===== config.mk =====
export PLATFORM = sky130hd
export DESIGN_NAME = next_pc_unit
export DESIGN_NICKNAME = d
export VERILOG_FILES = /design/src/rtl/npc_pkg.sv /design/src/rtl/npc_target_gen.sv /design/src/rtl/npc_select.sv /design/src/rtl/next_pc_unit.sv
export SDC_FILE = /design/constraint.sdc
export NUM_CORES = 1
export LEC_CHECK = 0
export ABC_AREA = 1
export BUFFER_PORTS_ARGS = -buffer_cell sky130_fd_sc_hd__buf_2
export CORE_ASPECT_RATIO = 0.6
export CORE_MARGIN = 2
export CORE_UTILIZATION = 30
export CTS_BUF_LIST = sky130_fd_sc_hd__clkbuf_2 sky130_fd_sc_hd__clkbuf_4 sky130_fd_sc_hd__clkbuf_8
export CTS_CLUSTER_SIZE = 20
export DETAILED_ROUTE_END_ITERATION = 6
export HOLD_SLACK_MARGIN = 0.03
export PLACE_DENSITY_LB_ADDON = 0.15
export SETUP_SLACK_MARGIN = 0.1
export SLEW_MARGIN = 20
export SYNTH_ARGS = -nofsm -noshare
export SYNTH_HDL_FRONTEND = slang
export SYNTH_HIERARCHICAL = 1
export SYNTH_SLANG_ARGS = --single-unit

===== constraint.sdc =====
create_clock -name clk_i -period 4.25 [get_ports clk_i]
set_input_delay 1.0625 -clock clk_i [delete_from_list [all_inputs] [get_ports clk_i]]
set_output_delay 1.0625 -clock clk_i [all_outputs]
set_load 0.03 [all_outputs]

===== src/rtl/npc_pkg.sv =====
package npc_pkg;

    typedef enum logic [1:0] {
        NPC_SEQ = 2'b00,
        NPC_BR  = 2'b01,
        NPC_IND = 2'b10,
        NPC_ABS = 2'b11
    } npc_sel_e;

    localparam int NPC_XLEN  = 32;
    localparam int NPC_OFF_W = 16;
    localparam int NPC_JT_W  = 26;
    localparam int NPC_ALIGN = 2;

endpackage


===== src/rtl/npc_target_gen.sv =====
module npc_target_gen #(
    parameter int XLEN  = 32,
    parameter int OFF_W = 16,
    parameter int JT_W  = 26,
    parameter int ALIGN = 2
) (
    input  logic [XLEN-1:0]       pc_i,
    input  logic [OFF_W-1:0]      off_i,
    input  logic [JT_W-1:0]       jt_i,
    input  logic [XLEN-ALIGN-1:0] rs_hi_i,
    output logic [XLEN-1:0]       pcp4_o,
    output logic [XLEN-1:0]       br_o,
    output logic [XLEN-1:0]       ind_o,
    output logic [XLEN-1:0]       abs_o
);
    localparam int             EXT_W = XLEN - OFF_W - ALIGN;
    localparam int             REG_W = XLEN - JT_W - ALIGN;
    localparam logic [XLEN-1:0] STEP = XLEN'(1) << ALIGN;

    logic [XLEN-1:0] off_ext;

    always_comb begin
        pcp4_o  = pc_i + STEP;
        off_ext = {{EXT_W{off_i[OFF_W-1]}}, off_i, {ALIGN{1'b0}}};
        br_o    = pcp4_o + off_ext;
        ind_o   = {rs_hi_i, {ALIGN{1'b0}}};
        abs_o   = {pcp4_o[XLEN-1 -: REG_W], jt_i, {ALIGN{1'b0}}};
    end

endmodule


===== src/rtl/npc_select.sv =====
module npc_select
    import npc_pkg::*;
#(
    parameter int XLEN = 32
) (
    input  npc_sel_e        sel_i,
    input  logic            taken_i,
    input  logic [XLEN-1:0] pcp4_i,
    input  logic [XLEN-1:0] br_i,
    input  logic [XLEN-1:0] ind_i,
    input  logic [XLEN-1:0] abs_i,
    output logic [XLEN-1:0] next_o
);
    always_comb begin
        unique case (sel_i)
            NPC_SEQ: next_o = pcp4_i;
            NPC_BR:  next_o = taken_i ? br_i : pcp4_i;
            NPC_IND: next_o = ind_i;
            NPC_ABS: next_o = abs_i;
            default: next_o = pcp4_i;
        endcase
    end

endmodule


===== src/rtl/next_pc_unit.sv =====
module next_pc_unit
    import npc_pkg::*;
#(
    parameter int              XLEN      = NPC_XLEN,
    parameter int              OFF_W     = NPC_OFF_W,
    parameter int              JT_W      = NPC_JT_W,
    parameter int              ALIGN     = NPC_ALIGN,
    parameter logic [XLEN-1:0] RESET_VEC = '0
) (
    input  logic            clk_i,
    input  logic            rst_i,
    input  logic [XLEN-1:0] instr_i,
    input  logic [XLEN-1:0] rs_val_i,
    input  logic            zero_i,
    input  logic [1:0]      sel_i,
    output logic [XLEN-1:0] pc_o,
    output logic [XLEN-1:0] pc_plus4_o,
    output logic [XLEN-1:0] next_pc_o
);
    localparam int REG_W = XLEN - JT_W - ALIGN;

    typedef struct packed {
        logic [XLEN-1:0] pc;
    } npc_state_t;

    npc_state_t      st_d, st_q;
    npc_sel_e        sel;
    logic [XLEN-1:0] pcp4, br_tgt, ind_tgt, abs_tgt, nxt;
    logic            unused_bits;

    assign sel         = npc_sel_e'(sel_i);
    assign unused_bits = ^{instr_i[XLEN-1:JT_W], rs_val_i[ALIGN-1:0]};

    npc_target_gen #(
        .XLEN (XLEN),
        .OFF_W(OFF_W),
        .JT_W (JT_W),
        .ALIGN(ALIGN)
    ) u_tgt (
        .pc_i   (st_q.pc),
        .off_i  (instr_i[OFF_W-1:0]),
        .jt_i   (instr_i[JT_W-1:0]),
        .rs_hi_i(rs_val_i[XLEN-1:ALIGN]),
        .pcp4_o (pcp4),
        .br_o   (br_tgt),
        .ind_o  (ind_tgt),
        .abs_o  (abs_tgt)
    );

    npc_select #(
        .XLEN(XLEN)
    ) u_sel (
        .sel_i  (sel),
        .taken_i(zero_i),
        .pcp4_i (pcp4),
        .br_i   (br_tgt),
        .ind_i  (ind_tgt),
        .abs_i  (abs_tgt),
        .next_o (nxt)
    );

    always_comb begin
        st_d    = st_q;
        st_d.pc = nxt;
        if (rst_i) begin
            st_d.pc = RESET_VEC;
        end
    end

    always_ff @(posedge clk_i) begin
        st_q <= st_d;
    end

    assign pc_o       = st_q.pc;
    assign pc_plus4_o = pcp4;
    assign next_pc_o  = nxt;

    AST_RESET_VECTOR: assert property (@(posedge clk_i) disable iff (rst_i)
        $fell(rst_i) |-> pc_o == RESET_VEC);

    AST_PC_LOADS_NEXT: assert property (@(posedge clk_i) disable iff (rst_i)
        !$past(rst_i) |-> pc_o == $past(next_pc_o));

    AST_SEQ_STEP: assert property (@(posedge clk_i) disable iff (rst_i)
        sel == NPC_SEQ |-> next_pc_o == pc_plus4_o);

    AST_BR_NOT_TAKEN: assert property (@(posedge clk_i) disable iff (rst_i)
        (sel == NPC_BR && !zero_i) |-> next_pc_o == pc_plus4_o);

    AST_ABS_REGION: assert property (@(posedge clk_i) disable iff (rst_i)
        sel == NPC_ABS |-> next_pc_o[XLEN-1 -: REG_W] == pc_plus4_o[XLEN-1 -: REG_W]);

    AST_PC_ALIGNED: assert property (@(posedge clk_i) disable iff (rst_i)
        pc_o[ALIGN-1:0] == '0);

endmodule


# Yosys cells after proc, flatten, opt, wreduce, memory -nomap -nowiden
# Cells that the tools add are included.
dict set report totals {
  ff_bits 32
  inputBits 69
  output_inout_bits 96
  word_cells 9
}
dict set report op_classes {
  add_sub_neg 2
  eq_ne 3
  mux 2
  reduce_logical 1
}
# cell n
set ops {}
lappend ops {{$pmux 32 s4} 1}
lappend ops {{$add 32x3->32 const B} 1}
lappend ops {{$add 32x32->32} 1}
lappend ops {{$mux 32} 1}
lappend ops {{$eq 2x2->1 const B} 2}
lappend ops {{$eq 2x1->1 const B} 1}
lappend ops {{$logic_not 2->1} 1}

# Longest topological paths before layout
dict set report depth {
  depth_word 4
  mapped_depth 26
  ltp_nobuf 26
}

# By module
# The synthesis kept the hierarchy.
# module instances cells_each area_per_inst_um2 seq_area_each_um2
set by_module_without_submodules {}
lappend by_module_without_submodules {npc_target_gen 1 606 3313.2 0.0}
lappend by_module_without_submodules {npc_select 1 351 1482.7 0.0}
lappend by_module_without_submodules {next_pc_unit 1 99 914.6 640.6}

# Worst setup path before layout
# No wires, ideal clock.
dict set report synth_path {
  path_kind {register to output}
  startpoint {register st_q (netlist bit pc_o[2])}
  endpoint {output port next_pc_o[29]}
  arrival_ps 3617
  required_time_ps 3188
  setup_slack_ps -429
  path_stages_with_launch 19
  n_path_buf 0
  path_cell_list {dfxtp_1 > inv_1 > nor2_4 > nand2_4 > nor3_4 > nand3_1 > xnor2_1 > ha_1 > nand2_1 > nor2_1 > nor2_1 > o21ai_0 > a21oi_1 > nand3_1 > nand2_1 > nand2_1 > nand2_1 > nand2_1 > nand3_1}
}
dict set report synth_between {
  elab_chain_cells 4
}
# item line
set synth_rtl {}
lappend synth_rtl {{from (decl)} next_pc_unit.sv:26} ;# npc_state_t st_d, st_q;
lappend synth_rtl {{from (signal assigned)} next_pc_unit.sv:71} ;# st_q <= st_d;
lappend synth_rtl {{$add 32x3->32} npc_target_gen.sv:23} ;# pcp4_o = pc_i + STEP;
lappend synth_rtl {{via pc_plus4_o[2]} next_pc_unit.sv:17} ;# output logic [XLEN-1:0] pc_plus4_o,
lappend synth_rtl {{$add 32x32->32} npc_target_gen.sv:25} ;# br_o = pcp4_o + off_ext;
lappend synth_rtl {{via br_tgt[29]} next_pc_unit.sv:28} ;# logic [XLEN-1:0] pcp4, br_tgt, ind_tgt, abs_tgt, nxt;
lappend synth_rtl {{$mux 32} npc_select.sv:17} ;# NPC_BR: next_o = taken_i ? br_i : pcp4_i;
lappend synth_rtl {{$pmux 32 s4} npc_select.sv:15} ;# unique case (sel_i)
lappend synth_rtl {{to (decl)} next_pc_unit.sv:18} ;# output logic [XLEN-1:0] next_pc_o
# The timed path passes the listed nets, and every way through them passes these cells.

# Final worst setup path
dict set report layout_path {
  startpoint {register st_q (netlist bit pc_o[2])}
  endpoint {output port next_pc_o[28]}
}
dict set report layout_between {
  elab_chain_cells 4
}
# item line
set layout_rtl {}
lappend layout_rtl {{$add 32x3->32} npc_target_gen.sv:23}
lappend layout_rtl {{$add 32x32->32} npc_target_gen.sv:25}
lappend layout_rtl {{via br_tgt[28]} next_pc_unit.sv:28}
lappend layout_rtl {{$mux 32} npc_select.sv:17}
lappend layout_rtl {{$pmux 32 s4} npc_select.sv:15}
# The timed path passes the listed nets, and every way through them passes these cells.

==> flow_summary_export.csv <==
group,metric,value,unit
clock_network,numCtsBuffers,5,
sta,fmax,229,MHz
floorplan,fp.dieW,182,µm
detailed_routing,wl_per_cell,15.8,µm
final_layout,syn_to_final_growth,57.7,%
critical_path,reg2reg_to,"pc_o[16]$_SDFF_PP0_",
floorplan,die_h,111,µm
place,routabilityCongestion,0.915,
power_and_ir_drop,p_leak,4.97,nW
global_route,grt_pass1_vias,6599,
synth,yosysWarningCount,6,
synth,synth_seq_cells,32,
detailed_routing,vias,7252,
critical_path,endpoint_kind,"primary output",
critical_path,max_stage_delay,0.38,ns
sta,rsz0062_at_grt,"yes",
final_layout,utilization,0.478,
detailed_routing,firstDrtPassIters,5,
sta,setup_viol,9,
sta,fin_ws,-0.110,ns
final_layout,largest_register_ffs,32,
place,dp_cells,1481,
synth,synth_area,0.00571,mm²
synth,synth_cell_types,34,
critical_path,cp-start-kind,"flip-flop",
critical_path,reg2reg_from,"pc_o[10]$_SDFF_PP0_",
synth,synth-async-reset-ratio,0,
place,portBuffers,156,
hold_path,hold_start,"pc_o[0]$_SDFF_PP0_",
detailed_routing,avgViaCountPerCell,4.76,
hold_path,hold_path_end,"pc_o[0]$_SDFF_PP0_",
sta,relSlewSlack,0.577,
clock_network,clk_pin_slew_worst_paths,0.07,ns
critical_path,cp.required,3.19,ns
critical_path,cp_max_fo,4,
detailed_routing,drt_iter0_drc,410,
global_route,overflow,0,
clock_network,cts_tree,"done",
synth,synth_edf_count,0,
sta,fin_hold_ws,0.654,ns
clock_network,worstSkewPairLatency,0.29,ns
clock_network,cts-htree-levels,2,
final_layout,final_layout_size_suffix_gt1_frac,0.446,
final_layout,seqCellArea,668,µm²
critical_path,path_buf_inv,2,
clock_network,cts_buffer_depth,2,
power_and_ir_drop,peakVddDrop,177,µV
sta,hold_violations,0,
floorplan,io_pins,165,
hold_path,whs_path_depth,4,
sta,finalCritPeriodShare,1.03,
floorplan,core-area,0.0188,mm²
power_and_ir_drop,total_power,2.03,mW
final_layout,antenna_cells,0,
run_status,run_status,"finished, violations left",
critical_path,worstPathArrival,3.30,ns
critical_path,reg2reg_depth,24,
job,timing.max_cap.violations,0,
sta,min_period,4.36,ns
detailed_routing,drtAntennaViolNets,0,
critical_path,r2r_slack,0.99,ns
critical_path,cp_common_cell,"nand2_1",
global_route,grt_max_degree,40,
clock_network,cts.root.buffer_cell,"clkbuf_8",
synth,yosysSeqAreaShare,0.112,
hold_path,holdCritPathClass,"reg -> reg",
critical_path,cpLargestDelayFamily,"simple AND/OR/NAND/NOR gates",
global_route,grt_usage,0.232,
sta,worst_pin_slew,0.634,ns
detailed_routing,drc,0,
synth,ys.flop_type,"dfxtp_1",
floorplan,die_area,0.0202,mm²
final_layout,fin_nets,1379,
critical_path,crit_chain,"clkinvlp_4 > nor2_4 > nand2_4 > nor3_4 > nand2_2 > nor2_4 > xor2_4 > ha_4 > a21oi_4 > o21ai_2 > nand2_1 > nand2_1 > a21oi_2 > nand3_1 > nand2_1 > nand2_2 > nand2_1 > nand2_1 > nand3_4 > buf_6",
final_layout,multi_input_area,0.00517,mm²
clock_network,cts_sinks,32,
floorplan,initial_core_util,0.303,
global_route,antenna_found_initial,0,
run_status,failed_checks,"negative setup slack",
place,place_hpwl,19.0,mm
detailed_routing,wirelength,24.1,mm
synth,synth.avg_cell_area,5.41,µm²
sta,final.setup_skew,0.00670,ns
final_layout,nFillCells,1970,
critical_path,critical_path_class,"reg -> out",
floorplan,num_rows,39,
critical_path,crit_path_start,"pc_o[2]$_SDFF_PP0_",
synth,syn_inst,1056,
power_and_ir_drop,powerDensity,226,mW/mm²
sta,final_max_slew_viol_count,0,
global_route,grt_pass1_wl,36.7,mm
final_layout,final_cells,1523,
critical_path,crit_slowest_cell,"dfxtp_4",
==> worst max path at each step <==
stage | end | slack (ns) | depth (start not counted)
5_1_grt | next_pc_o[30] | -0.32 | 21
3_5_place_dp | next_pc_o[20] | -0.08 | 17
3_3_place_gp | next_pc_o[24] | -0.08 | 22
2_1_floorplan | next_pc_o[29] | 0.09 | 19
6_report | next_pc_o[28] | -0.11 | 20
4_1_cts | next_pc_o[31] | -0.09 | 21
==> synthesized netlist by cell type (8+ instances only) <==
master   instances  area share
a21oi_1         30       0.026
xor2_1          33       0.051
buf_2           20       0.018
buf_4           72       0.095
dfxtp_1         32        0.11
nor2_1          85       0.056
xnor2_1          8       0.012
o21ai_0          8      0.0070
nand4_1          9      0.0099
inv_1          154        0.10
ha_1            33       0.072
nand3_1        135        0.12
nand2_1        387        0.25
==> metrics by stage <==
step | instance area [µm²] | setup TNS, ns | setup WS [ns]
finish | 9000 | -0.528 | -0.110
global route | 9000 | -3.53 | -0.322
CTS | 8340 | -0.614 | -0.0875
detailed placement | 7170 | -0.594 | -0.0842
global placement | 7170 | -0.553 | -0.0780
floorplan | 5870 | 0 | 0.0930
==> worst register-to-register path, cell delays in order, from the launching register on <==
cell and delay (ns):
dfxtp_2 0.33, buf_4 0.11, nand2_2 0.06, nor2_4 0.12, nand2_2 0.09, buf_6 0.13, nor2_4 0.15, buf_12 0.12
xor2_4 0.26, ha_4 0.28, a21oi_4 0.14, o21ai_1 0.10, o21bai_1 0.18, inv_1 0.06, nand2_1 0.05, xor2_1 0.13
nand2_1 0.06, nand2_1 0.05, nand2_1 0.06, nand3_2 0.13, buf_4 0.17, buf_4 0.12, buf_4 0.12, inv_1 0.05
nor2_1 0.04
==> layout by cell type (no fill, tap or decap), drive strengths merged, types with 9 or more instances in the layout <==
cell type | Yosys | layout
nand2 | 393 | 393
buf | 95 | 307
inv | 157 | 156
nand3 | 135 | 135
nor2 | 95 | 95
ha | 33 | 33
xor2 | 33 | 33
dfxtp | 32 | 32
a21oi | 30 | 30
nor3 | 10 | 10
nand4 | 9 | 9
==> area by class of cell <==
| cell class | count | share of cell area |
|---|---|---|
| Clock inverter | 1 | 0.00334 |
| Inverter | 157 | 0.0661 |
| Timing Repair Buffer | 308 | 0.237 |
| Sequential cell | 32 | 0.0742 |
| Multi-Input combinational cell | 772 | 0.575 |
| Tap cell | 246 | 0.0342 |
| Clock buffer | 7 | 0.0107 |
==> cell families (layout without fill, tap and decap cells) <==
logic type	Yosys count	after routing	share of synthesized area
AND/OR/NAND/NOR	648	648	0.483
other	1	4	0.000657
adder cells (fa/ha/maj)	34	34	0.0758
flip-flops	32	32	0.112
AO/OA/AOI/OAI	45	45	0.0425
XOR/XNOR	41	41	0.0629
buffers and inverters	255	473	0.223
==> repair_timing <==
action	in CTS	in global routing
pin swaps	53	63
hold buffers	0	0
setup buffers	20	14
setup endpoints to repair	24	24
gates resized for setup	194	134
cloned	0	0
==> power by group <==
| part | switching (mW) | internal (mW) | leakage [nW] |
|---|---|---|---|
| sequential | 0.0313 | 0.326 | 0.270 |
| clock | 0.123 | 0.207 | 0.0645 |
| combinational | 0.815 | 0.529 | 4.63 |
| total | 0.969 | 1.06 | 4.97 |
==> metal layers <==
layer,up-vias,track usage,part of all wire
li1,3619,-,-
met1,3385,0.386,0.54
met2,240,0.327,0.39
met3,8,0.0171,0.063
met4,0,0.0226,0.0046
met5,-,0,0
(Power assumes the default switching activity.)
